===== config.mk =====
export PLATFORM = sky130hd
export DESIGN_NAME = snp_dvm_enable_ctrl
export DESIGN_NICKNAME = d
export VERILOG_FILES = /design/src/rtl/snp_dvm_pkg.sv /design/src/rtl/snp_if_ctrl.sv /design/src/rtl/snp_dvm_bcast.sv /design/src/rtl/snp_dvm_enable_ctrl.sv
export SDC_FILE = /design/constraint.sdc
export NUM_CORES = 1
export LEC_CHECK = 0
export BUFFER_PORTS_ARGS = -buffer_cell sky130_fd_sc_hd__buf_2
export CAP_MARGIN = 20
export CORE_MARGIN = 2
export CORE_UTILIZATION = 45
export DETAILED_ROUTE_END_ITERATION = 8
export GPL_ROUTABILITY_DRIVEN = 1
export PLACE_DENSITY_LB_ADDON = 0.2
export SKIP_CTS_REPAIR_TIMING = 1
export SLEW_MARGIN = 10
export SYNTH_ARGS = -nofsm -noshare
export SYNTH_HDL_FRONTEND = slang
export SYNTH_SLANG_ARGS = --single-unit

===== constraint.sdc =====
create_clock -name clk -period 1.59 [get_ports clk]
set_clock_uncertainty 0.1 [all_clocks]
set_input_delay 0 -clock clk [delete_from_list [all_inputs] [get_ports clk]]
set_output_delay 0 -clock clk [all_outputs]
set_load 0.02 [all_outputs]

===== src/rtl/snp_dvm_pkg.sv =====
package snp_dvm_pkg;
    typedef enum logic {
        IF_SETTLED,
        IF_DRAIN
    } if_state_e;

    typedef enum logic [1:0] {
        BC_IDLE,
        BC_ISSUE,
        BC_DONE
    } bc_state_e;

    localparam int SNP_BIT   = 0;
    localparam int DVM_BIT   = 1;
    localparam int HWCTL_BIT = 29;
    localparam int REG_W     = 32;
endpackage


===== src/rtl/snp_if_ctrl.sv =====
module snp_if_ctrl
    import snp_dvm_pkg::*;
#(
    parameter int CNT_W = 3
) (
    input  logic             clk,
    input  logic             rst_n,
    input  logic             wr_hit,
    input  logic             wr_snp,
    input  logic             wr_dvm,
    input  logic             blocked,
    input  logic [CNT_W-1:0] outst,
    output logic             prog_snp,
    output logic             prog_dvm,
    output logic             eff_snp,
    output logic             eff_dvm,
    output logic             pending
);
    if_state_e state_q, state_d;
    logic      app_snp_q, app_dvm_q;
    logic      changed, idle_cnt;

    assign changed  = wr_hit && ({wr_snp, wr_dvm} != {prog_snp, prog_dvm});
    assign idle_cnt = (outst == '0);

    always_ff @(posedge clk) begin
        if (!rst_n) begin
            state_q <= IF_SETTLED;
        end else begin
            state_q <= state_d;
        end
    end

    always_comb begin
        state_d = state_q;
        unique case (state_q)
            IF_SETTLED: if (changed) state_d = IF_DRAIN;
            IF_DRAIN:   if (idle_cnt && !changed) state_d = IF_SETTLED;
            default:    state_d = IF_SETTLED;
        endcase
    end

    always_ff @(posedge clk) begin
        if (!rst_n) begin
            prog_snp  <= 1'b0;
            prog_dvm  <= 1'b0;
            app_snp_q <= 1'b0;
            app_dvm_q <= 1'b0;
        end else begin
            if (wr_hit) begin
                prog_snp <= wr_snp;
                prog_dvm <= wr_dvm;
            end
            if (state_q == IF_DRAIN && idle_cnt) begin
                app_snp_q <= prog_snp;
                app_dvm_q <= prog_dvm;
            end
        end
    end

    always_comb begin
        pending = (state_q == IF_DRAIN);
        eff_snp = app_snp_q && !blocked;
        eff_dvm = app_dvm_q && !blocked;
    end

    assert_hold_while_busy_R7: assert property (@(posedge clk) disable iff (!rst_n)
        (pending && !idle_cnt) |=> (pending && $stable(app_snp_q) && $stable(app_dvm_q)));

    assert_settled_matches_R7: assert property (@(posedge clk) disable iff (!rst_n)
        $fell(pending) |-> (app_snp_q == $past(prog_snp) && app_dvm_q == $past(prog_dvm)));
endmodule


===== src/rtl/snp_dvm_bcast.sv =====
module snp_dvm_bcast
    import snp_dvm_pkg::*;
#(
    parameter int N_IF = 4
) (
    input  logic            clk,
    input  logic            rst_n,
    input  logic            start,
    input  logic [N_IF-1:0] targets,
    input  logic [N_IF-1:0] ack,
    output logic [N_IF-1:0] issue,
    output logic            busy,
    output logic            done
);
    bc_state_e       state_q, state_d;
    logic [N_IF-1:0] wait_q, wait_d;

    always_ff @(posedge clk) begin
        if (!rst_n) begin
            state_q <= BC_IDLE;
            wait_q  <= '0;
        end else begin
            state_q <= state_d;
            wait_q  <= wait_d;
        end
    end

    always_comb begin
        state_d = state_q;
        wait_d  = wait_q;
        unique case (state_q)
            BC_IDLE: begin
                if (start) begin
                    wait_d  = targets;
                    state_d = (targets == '0) ? BC_DONE : BC_ISSUE;
                end
            end
            BC_ISSUE: begin
                wait_d = wait_q & ~ack;
                if ((wait_q & ~ack) == '0) state_d = BC_DONE;
            end
            BC_DONE: begin
                wait_d  = '0;
                state_d = BC_IDLE;
            end
            default: state_d = BC_IDLE;
        endcase
    end

    always_comb begin
        issue = (state_q == BC_ISSUE) ? wait_q : '0;
        busy  = (state_q == BC_ISSUE);
        done  = (state_q == BC_DONE);
    end

    assert_issue_drops_on_ack_R9: assert property (@(posedge clk) disable iff (!rst_n)
        ((($past(issue) & ~issue) & ~$past(ack)) == '0) || $past(state_q == BC_IDLE));

    assert_done_single_R9: assert property (@(posedge clk) disable iff (!rst_n)
        done |=> !done);

    assert_busy_no_restart_R11: assert property (@(posedge clk) disable iff (!rst_n)
        busy |=> ((issue & ~$past(issue)) == '0));
endmodule


===== src/rtl/snp_dvm_enable_ctrl.sv =====
module snp_dvm_enable_ctrl
    import snp_dvm_pkg::*;
#(
    parameter int N_IF   = 4,
    parameter int CNT_W  = 3,
    parameter int ADDR_W = 4
) (
    input  logic                  clk,
    input  logic                  rst_n,
    input  logic                  reg_wr_en,
    input  logic                  reg_rd_en,
    input  logic [ADDR_W-1:0]     reg_addr,
    input  logic [REG_W-1:0]      reg_wdata,
    output logic [REG_W-1:0]      reg_rdata,
    input  logic [N_IF-1:0]       hw_block,
    input  logic [N_IF*CNT_W-1:0] outst_cnt,
    output logic [N_IF-1:0]       snoop_en_eff,
    output logic [N_IF-1:0]       dvm_en_eff,
    input  logic                  dvm_start,
    input  logic [N_IF-1:0]       dvm_ack,
    output logic [N_IF-1:0]       dvm_issue,
    output logic                  dvm_busy,
    output logic                  dvm_done
);
    localparam logic [ADDR_W-1:0] STATUS_ADDR = ADDR_W'(N_IF);

    logic [N_IF-1:0]  mask_q;
    logic [N_IF-1:0]  prog_snp, prog_dvm, pend;
    logic [REG_W-1:0] rd_d;

    always_ff @(posedge clk) begin
        if (!rst_n) mask_q <= hw_block;
    end

    for (genvar gi = 0; gi < N_IF; gi++) begin : g_if
        snp_if_ctrl #(.CNT_W(CNT_W)) u_if (
            .clk      (clk),
            .rst_n    (rst_n),
            .wr_hit   (reg_wr_en && (reg_addr == ADDR_W'(gi))),
            .wr_snp   (reg_wdata[SNP_BIT]),
            .wr_dvm   (reg_wdata[DVM_BIT]),
            .blocked  (mask_q[gi]),
            .outst    (outst_cnt[gi*CNT_W +: CNT_W]),
            .prog_snp (prog_snp[gi]),
            .prog_dvm (prog_dvm[gi]),
            .eff_snp  (snoop_en_eff[gi]),
            .eff_dvm  (dvm_en_eff[gi]),
            .pending  (pend[gi])
        );
    end

    snp_dvm_bcast #(.N_IF(N_IF)) u_bcast (
        .clk     (clk),
        .rst_n   (rst_n),
        .start   (dvm_start),
        .targets (dvm_en_eff),
        .ack     (dvm_ack),
        .issue   (dvm_issue),
        .busy    (dvm_busy),
        .done    (dvm_done)
    );

    always_comb begin
        rd_d = '0;
        for (int i = 0; i < N_IF; i++) begin
            if (reg_addr == ADDR_W'(i)) begin
                rd_d[SNP_BIT]   = prog_snp[i];
                rd_d[DVM_BIT]   = prog_dvm[i];
                rd_d[HWCTL_BIT] = mask_q[i];
            end
        end
        if (reg_addr == STATUS_ADDR) rd_d[0] = |pend;
    end

    always_ff @(posedge clk) begin
        if (!rst_n) begin
            reg_rdata <= '0;
        end else if (reg_rd_en) begin
            reg_rdata <= rd_d;
        end
    end

    assert_blocked_never_enabled_R4: assert property (@(posedge clk) disable iff (!rst_n)
        ((snoop_en_eff | dvm_en_eff) & mask_q) == '0);

    assert_mask_frozen_R5: assert property (@(posedge clk) disable iff (!rst_n)
        $past(rst_n) |-> $stable(mask_q));

    assert_unmapped_zero_R8: assert property (@(posedge clk) disable iff (!rst_n)
        (reg_rd_en && reg_addr > STATUS_ADDR) |=> (reg_rdata == '0));

    assert_targets_enabled_R9: assert property (@(posedge clk) disable iff (!rst_n)
        ($past(dvm_start) && !$past(dvm_busy) && !$past(dvm_done)) |->
            (dvm_issue == $past(dvm_en_eff)));
endmodule


==> results.py, run 1 <==
metrics = {
    "finish": {
        "stdcell_area_um2": 2380,
        "final_nets": 347,
        "fill_cells": 418,
        "diodes": 0,
        "synthToLayoutAreaGrowth_pct": 20.2,
        "drive_above_1_share_pct": 25.4,
        "final_core_util_pct": 55.4,
    },
    "logic_synthesis": {
        "synth-seq-cells": 33,
        "synth.area.top_cells": "dfxtp_1 (29%), buf_4 (14%), mux2i_1 (6.6%)",
        "synth.avg_cell_area_um2": 8.96,
        "yosysTopAreaCell": "dfxtp_1",
        "synth-async-reset-ratio_pct": 0,
        "synth_most_common_cell": "buf_4",
        "yosysSeqAreaShare_pct": 35.4,
        "synthDominantCellAreaShare_pct": 29.3,
        "synthesis.area_um2": 1980,
        "synth_ff_type": "dfxtp_1",
        "syn_inst": 221,
        "synth_cell_types": 39,
        "synth_commonest_cells": "buf_4 (38), dfxtp_1 (29), nor2_1 (21)",
        "synth_edf_count": 4,
        "ys_warn_count": 0,
    },
    "critical_path": {
        "ff2ff_setup_slack_ps": 100,
        "cp.arrival_ps": 1610,
        "rr_startpoint": "u_bcast.state_q[0]",
        "critPathSlowestCell": "dfxtp_2",
        "cp-end-kind": "register",
        "crit_path_start_kind": "register",
        "crit_chain": "inv_1, ha_1, nand2b_1, nand2b_4, or3_1, a21oi_1",
        "path_max_fanout": 8,
        "cp.required_ps": 1710,
        "ff2ff_path_depth": 6,
        "crit_type": "register to register",
        "timing.rr.end": "u_bcast.wait_q[1]",
        "slowest_delay_ps": 360,
    },
    "power": {
        "p_leak_nw": 1.07,
        "vdd_ir_drop_max_mv": 0.530,
        "p_total_mw": 1.75,
        "power.density_nw_per_um2": 734,
    },
    "grt": {
        "grt.total_usage_pct": 15.7,
        "grt_busiest_layer": "met2",
        "use_met2_pct": 25.4,
        "met1_usage_pct": 19.1,
        "grt_pass1_wl_um": 6040,
        "use_met3_pct": 5.92,
        "antenna_found_initial": 0,
        "grt_max_degree": 27,
        "grt-ovfl-total": 0,
        "grt_pass1_vias": 1352,
    },
    "clock_tree": {
        "clk_latency_ps": 280,
        "h-tree-depth": 2,
        "clockBufferDepth": 2,
        "cts_buffers": 5,
        "cts_sinks": 33,
        "cts.clk_slew.worst_paths_ps": 60,
        "cts_tree": "yes",
        "clock-root-buffer": "clkbuf_8",
    },
    "run": {
        "maxCapViolations": 0,
    },
    "sta": {
        "fin_setup_tns_ps": 0,
        "period_needed_ps": 1490,
        "finalCritPeriodShare_pct": 93.9,
        "grt_setup_unrepaired": "false",
        "hold_slack_ps": -21.1,
        "fmax_ghz": 0.670,
        "hold_viol": 6,
        "finalSetupViolations": 0,
        "slew_viol_final": 0,
    },
    "worst_hold_path": {
        "hold_path_class": "input port to register",
        "min_to": "u_bcast.wait_q[0]",
        "worstHoldPathCells": 4,
        "hp-start": "dvm_ack[0]",
    },
    "floorplanning": {
        "start_util_pct": 46.1,
        "rows": 24,
        "die_w_um": 70.3,
        "dieArea_um2": 4940,
        "die_h_um": 70.3,
        "core_region_area_um2": 4290,
        "ios": 107,
    },
    "route": {
        "drc_errors": 0,
        "vias_per_cell": 4.63,
        "detailedRoute.firstPassIterationCount": 4,
        "drt_iter0_markers": 46,
        "wl_per_cell_um": 11.7,
        "ant_nets": 0,
        "drt_wl_total_um": 3920,
        "vias": 1551,
    },
    "status": {
        "violations": "hold timing",
        "outcome": "finished with violations",
    },
    "placement": {
        "place.gp.congestion": 0.775,
        "port-buffer-count": 47,
        "dp_hpwl_um": 2850,
        "placed_area_um2": 2100,
    },
}
-- layer usage --
layer  up-vias  part of all wire, %
met2        50                   47
met5         -                    0
met1       689                   45
li1        805                    -
met3         7                  5.9
met4         0                  1.2
-- where the power goes --
| part | switching (mW) | internal, mW |
|---|---|---|
| combinational | 0.162 | 0.105 |
| sequential | 0.0158 | 0.863 |
| clock | 0.288 | 0.311 |
| total | 0.466 | 1.28 |
-- area by class of cell --
| type | count | area (um2) | area share (%) |
|---|---|---|---|
| Multi-Input combinational cell | 167 | 1070 | 44.8 |
| Sequential cell | 33 | 703 | 29.6 |
| Timing Repair Buffer | 68 | 438 | 18.4 |
| Clock buffer | 8 | 80.1 | 3.37 |
| Tap cell | 52 | 65.1 | 2.74 |
| Inverter | 7 | 26.3 | 1.10 |
-- sequential cells by signal, indices dropped and copies added (netlist names) --
| name | count |
|---|---|
| g_if.u_if.app_dvm_q | 4 |
| g_if.u_if.app_snp_q | 4 |
| g_if.u_if.pending | 4 |
| g_if.u_if.prog_dvm | 4 |
| g_if.u_if.prog_snp | 4 |
| mask_q | 4 |
| u_bcast.wait_q | 4 |
| reg_rdata | 3 |
| u_bcast.state_q | 2 |
-- how the worst max path moves through the flow --
stage / to / start / slack, ps
finish: u_bcast.wait_q[1] / u_bcast.state_q[0] / 100
CTS: u_bcast.wait_q[2] / u_bcast.state_q[0] / 10
global route: u_bcast.wait_q[0] / u_bcast.state_q[0] / 8
floorplan: u_bcast.wait_q[2] / u_bcast.state_q[0] / 190
detailed placement: u_bcast.wait_q[2] / u_bcast.state_q[0] / 30
global placement: u_bcast.wait_q[0] / u_bcast.state_q[0] / 60
-- stage by stage --
| step | cells | setup slack, ps | hold slack [ps] |
|---|---|---|---|
| final | 335 | 96.6 | -21.1 |
| after global routing | 335 | 8.06 | 5.04 |
| after CTS | 316 | 11.2 | -221 |
| after detailed placement | 308 | 29.0 | 78.1 |
| after global placement | 308 | 57.4 | 76.8 |
| after floorplan | 249 | 194 | -4.39 |
-- cell families after synthesis --
| group | Yosys count | share of synthesized area [%] |
|---|---|---|
| AO/OA/AOI/OAI | 32 | 10.4 |
| XOR/XNOR | 8 | 3.54 |
| adder cells (fa/ha/maj) | 4 | 2.53 |
| buffers and inverters | 49 | 16.6 |
| flip-flops | 33 | 35.4 |
| multiplexers | 18 | 9.42 |
| other | 1 | 0.189 |
| AND/OR/NAND/NOR | 76 | 22.0 |
-- placed cells by master, fill, tap and decap left out, drive strengths merged, types with 5 or more instances in the layout --
master,count
dfxtp,29
buf,50
nor2b,9
a21oi,12
conb,29
mux2i,13
inv,6
nand2,10
clkbuf,8
o21ai,8
mux2,5
nand3,9
dlygate4sd3,18
nor2,21
nand2b,8
-- worst max-delay path: cells and delay by family, from the launching register on --
kind	cells	cell delay, ps
and+or+nand+nor	3	560
adders and majority gates	1	230
DFF	1	360
AOI/OAI and AO/OA	1	120
buffers and inverters	1	60
Power figures use the tool's default switching activity.
==> run 2: changes to the inputs <==
--- a/config.mk
+++ b/config.mk
@@ -11,6 +11,7 @@
 export CORE_UTILIZATION = 45
 export DETAILED_ROUTE_END_ITERATION = 8
 export GPL_ROUTABILITY_DRIVEN = 1
+export HOLD_SLACK_MARGIN = 0.12
 export PLACE_DENSITY_LB_ADDON = 0.2
 export SKIP_CTS_REPAIR_TIMING = 1
 export SLEW_MARGIN = 10
==> run 2 against run 1 <==
- the flow now finishes without violations
- clock-buffer cell count stayed put
- via count is 3.9% higher
- total power is 1.2% higher
- first-iteration DRC count is 6.5% lower
- non-clock buffer count is 10 higher
- design area is 4.2% higher
- final cell count is 3.0% higher
- die area stayed put
- clock power hardly changed
- sequential cell count stayed put
- routed wire length is 2.7% higher
- global-route usage stayed put
- critical endpoint is now g_if[1].u_if.pending
- largest power group unchanged
==> results.py, run 2 (synthesis results as in run 1) <==
metrics = {
    "critical_path": {
        "ff2ff_path_depth": 6,
        "worstSetupPathDepth": 5,
        "path_max_fanout": 2,
        "cp_top_family": "buffers and inverters",
        "crit_type": "input port to register",
        "crit_chain": "dlygate4sd3_1, buf_2, o31ai_1, dlygate4sd3_1, a21oi_1",
        "cp-end-kind": "register",
        "startpoint": "outst_cnt[4]",
        "ff2ff_setup_slack_ps": 100,
        "cpMostUsedCell": "dlygate4sd3_1",
        "cp.required_ps": 1650,
        "path_buf_inv": 3,
        "cp.arrival_ps": 1550,
        "crit_path_start_kind": "input port",
        "timing.rr.end": "u_bcast.wait_q[1]",
        "rr_startpoint": "u_bcast.state_q[0]",
        "slowest_delay_ps": 590,
        "cp-endpoint": "g_if[1].u_if.pending",
        "critPathSlowestCell": "dlygate4sd3_1",
    },
    "finish": {
        "drive_above_1_share_pct": 24.6,
        "fill_cells": 405,
        "diodes": 0,
        "stdcell_area_um2": 2480,
        "seqCellArea_um2": 703,
        "layoutNonFillerInstCount": 345,
        "synthToLayoutAreaGrowth_pct": 25.2,
        "final_cell_mix": "buf_2 (47), conb_1 (29), dlygate4sd3_1 (28), dfxtp_1 (27), nor2_1 (21)",
        "layout_commonest_cell": "buf_2",
        "multi_input_area_um2": 1070,
        "final_nets": 357,
        "final_core_util_pct": 57.7,
    },
    "clock_tree": {
        "clock-root-buffer": "clkbuf_8",
        "cts_sinks": 33,
        "clockBufferDepth": 2,
        "cts_tree": "yes",
        "clk_latency_ps": 280,
        "h-tree-depth": 2,
        "cts.clk_slew.worst_paths_ps": 60,
        "cts_buffers": 5,
    },
    "sta": {
        "finalCritPeriodShare_pct": 94.0,
        "fin_ws_ps": 94.6,
        "fmax_ghz": 0.669,
        "hold_viol": 0,
        "grt_setup_unrepaired": "false",
        "hold_slack_ps": 102,
        "fin_setup_tns_ps": 0,
        "period_needed_ps": 1500,
        "slew_viol_final": 0,
        "finalSetupViolations": 0,
    },
    "worst_hold_path": {
        "hold_path_class": "input port to register",
    },
    "run": {
        "maxCapViolations": 0,
    },
    "grt": {
        "grt_pass1_vias": 1352,
        "grt-ovfl-total": 0,
        "grt_max_degree": 27,
        "grt.total_usage_pct": 15.7,
        "antenna_found_initial": 0,
        "grt_pass1_wl_um": 6040,
    },
    "floorplanning": {
        "dieArea_um2": 4940,
        "die_h_um": 70.3,
        "ios": 107,
        "core_region_area_um2": 4290,
        "die_w_um": 70.3,
        "start_util_pct": 46.1,
        "rows": 24,
    },
    "route": {
        "vias_per_cell": 4.67,
        "detailedRoute.firstPassIterationCount": 4,
        "drc_errors": 0,
        "ant_nets": 0,
        "wl_per_cell_um": 11.7,
        "drt_wl_total_um": 4030,
        "drt_iter0_markers": 43,
        "vias": 1612,
    },
    "placement": {
        "port-buffer-count": 47,
        "place.gp.congestion": 0.775,
        "place_inst": 308,
        "dp_hpwl_um": 2850,
        "place_ws_ps": 29.0,
        "placed_area_um2": 2100,
    },
    "power": {
        "p_leak_nw": 1.11,
        "power.density_nw_per_um2": 712,
        "vdd_ir_drop_max_mv": 0.530,
        "p_total_mw": 1.77,
    },
    "status": {
        "outcome": "finished, final reports clean",
    },
}
[run 2: worst min-delay path by stage]
stage / to / start / depth (start not counted)
global route: g_if[3].u_if.pending / reg_wr_en / 4
CTS: mask_q[0] / hw_block[0] / 1
finish: g_if[3].u_if.prog_snp / reg_wr_en / 4
global placement: mask_q[0] / hw_block[0] / 1
detailed placement: mask_q[0] / hw_block[0] / 1
floorplan: reg_rdata[1] / reg_rd_en / 1
[run 2: layout make-up]
type	count	share of cell area, %
multi-input combinational	167	43.0
sequential	33	28.4
timing repair buffer	78	21.7
clock buffer	8	3.23
tap	52	2.62
inverter	7	1.06
[run 2: worst min-delay path: stages]
cell and delay [ps]:
buf_2 130, nand3_1 160, mux2i_1 90, nor2_1 70
[run 2: layer usage]
layer	GRT usage [%]	wire length [um]	vias to the layer above
met1	19.1	1840	733
met4	5.77	55	0
met3	5.92	214	7
met5	0	0	-
li1	-	-	826
met2	25.4	1920	46
[run 2: power breakdown]
| group | total [mW] | switching (mW) | internal [mW] |
|---|---|---|---|
| Clock | 0.600 | 0.290 | 0.311 |
| Sequential | 0.879 | 0.0157 | 0.863 |
| Combinational | 0.287 | 0.166 | 0.121 |
==> run 3: changes to the inputs <==
--- a/config.mk
+++ b/config.mk
@@ -7,8 +7,10 @@
 export LEC_CHECK = 0
 export BUFFER_PORTS_ARGS = -buffer_cell sky130_fd_sc_hd__buf_2
 export CAP_MARGIN = 20
+export CORE_ASPECT_RATIO = 2
 export CORE_MARGIN = 2
-export CORE_UTILIZATION = 45
+export CORE_UTILIZATION = 46
+export CTS_BUF_LIST = sky130_fd_sc_hd__clkbuf_8
 export DETAILED_ROUTE_END_ITERATION = 8
 export GPL_ROUTABILITY_DRIVEN = 1
 export HOLD_SLACK_MARGIN = 0.12
==> run 3 against run 2 <==
- global-route usage rose by 0.69 points
- sequential power is essentially flat
- core utilization grew 2.1 points
- largest power group unchanged
==> results.py, run 3 (synthesis results as in run 1) <==
metrics = {
    "critical_path": {
        "ff2ff_setup_slack_ps": 100,
        "cp-end-kind": "register",
        "cp.arrival_ps": 1570,
        "path_max_fanout": 2,
        "cp.required_ps": 1650,
        "path_buf_inv": 3,
        "critPathSlowestCell": "dlygate4sd3_1",
        "crit_type": "input port to register",
        "crit_chain": "dlygate4sd3_1, buf_2, o31ai_1, dlygate4sd3_1, a21oi_1",
        "slowest_delay_ps": 580,
        "crit_path_start_kind": "input port",
        "cpMostUsedCell": "dlygate4sd3_1",
        "cp_top_family": "buffers and inverters",
    },
    "clock_tree": {
        "clockBufferDepth": 2,
        "cts_tree": "yes",
        "h-tree-depth": 2,
        "clk_latency_ps": 270,
        "clock-root-buffer": "clkbuf_8",
        "cts_sinks": 33,
        "cts.clk_slew.worst_paths_ps": 70,
        "cts_buffers": 5,
    },
    "sta": {
        "finalSetupViolations": 0,
        "hold_viol": 0,
        "fin_setup_tns_ps": 0,
        "period_needed_ps": 1510,
        "fmax_ghz": 0.661,
        "grt_setup_unrepaired": "false",
        "slew_viol_final": 0,
        "finalCritPeriodShare_pct": 95.1,
    },
    "placement": {
        "port-buffer-count": 47,
        "place.gp.congestion": 0.760,
        "placed_area_um2": 2110,
        "dp_hpwl_um": 3150,
    },
    "power": {
        "p_leak_nw": 1.12,
        "p_total_mw": 1.74,
        "power.density_nw_per_um2": 705,
        "vdd_ir_drop_max_mv": 0.621,
    },
    "grt": {
        "antenna_found_initial": 0,
        "grt_max_degree": 19,
        "grt_pass1_wl_um": 6220,
        "grt_pass1_vias": 1383,
        "grt.total_usage_pct": 16.4,
        "grt-ovfl-total": 0,
    },
    "floorplanning": {
        "start_util_pct": 47.9,
        "dieArea_um2": 4880,
        "ios": 107,
        "die_h_um": 96.8,
        "core_region_area_um2": 4130,
        "die_w_um": 50.4,
        "rows": 33,
    },
    "route": {
        "ant_nets": 0,
        "drt_iter0_markers": 35,
        "vias_per_cell": 4.72,
        "drc_errors": 0,
        "vias": 1622,
        "detailedRoute.firstPassIterationCount": 4,
        "wl_per_cell_um": 12.2,
        "drt_wl_total_um": 4180,
    },
    "worst_hold_path": {
        "hold_path_class": "input port to register",
    },
    "finish": {
        "diodes": 0,
        "multi_input_area_um2": 1070,
        "final_nets": 356,
        "synthToLayoutAreaGrowth_pct": 24.8,
        "final_core_util_pct": 59.8,
        "drive_above_1_share_pct": 25.3,
        "seqCellArea_um2": 703,
        "stdcell_area_um2": 2470,
        "final_cell_mix": "buf_2 (47), conb_1 (29), dfxtp_1 (27), dlygate4sd3_1 (27), nor2_1 (21)",
        "layout_commonest_cell": "buf_2",
        "fill_cells": 392,
    },
    "run": {
        "maxCapViolations": 0,
    },
    "status": {
        "outcome": "finished, final reports clean",
    },
}
[run 3: layout make-up]
type / instances / area share [%]
Clock buffer: 5 / 2.78
Sequential cell: 33 / 28.5
Clock inverter: 3 / 0.557
Inverter: 7 / 1.06
Tap cell: 52 / 2.63
Timing Repair Buffer: 77 / 21.4
Multi-Input combinational cell: 167 / 43.1
[run 3: path summary, 6_finish.rpt]
path                            depth (start not counted)                      to                   start
worst max register to register                          6       u_bcast.wait_q[1]      u_bcast.state_q[0]
worst min register to register                          2  g_if[2].u_if.app_snp_q  g_if[2].u_if.app_snp_q
worst min-delay path                                    4            reg_rdata[1]             reg_addr[1]
worst max-delay path                                    5    g_if[1].u_if.pending            outst_cnt[4]
[run 3: through the flow]
stage          setup slack (ps)  hold slack [ps]  cells
6_report                   78.2             78.5    344
5_1_grt                    8.86              130    344
4_1_cts                   -21.1             -214    317
3_5_place_dp               1.01             78.3    309
3_3_place_gp               32.1             77.9    309
2_1_floorplan               194            -4.39    249
[run 3: routing by layer]
| layer | track usage, % | vias to the layer above | wire (um) |
|---|---|---|---|
| met5 | 0 | - | 0 |
| met4 | 7.28 | 0 | 59 |
| met3 | 3.40 | 4 | 179 |
| met2 | 30.4 | 47 | 2420 |
| met1 | 16.9 | 740 | 1520 |
| li1 | - | 831 | - |
[run 3: power by group]
part | switching (mW) | internal (mW) | leakage [nW]
combinational | 0.168 | 0.119 | 0.793
sequential | 0.0138 | 0.863 | 0.274
clock | 0.283 | 0.296 | 0.0491
total | 0.465 | 1.28 | 1.12
[run 3: worst register-to-register path, stage by stage, from the launching register on]
cell and delay, ps:
dfxtp_2 350, inv_1 60, ha_1 220, nand2b_1 150
nand2b_4 100, or3_1 320, a21oi_1 120
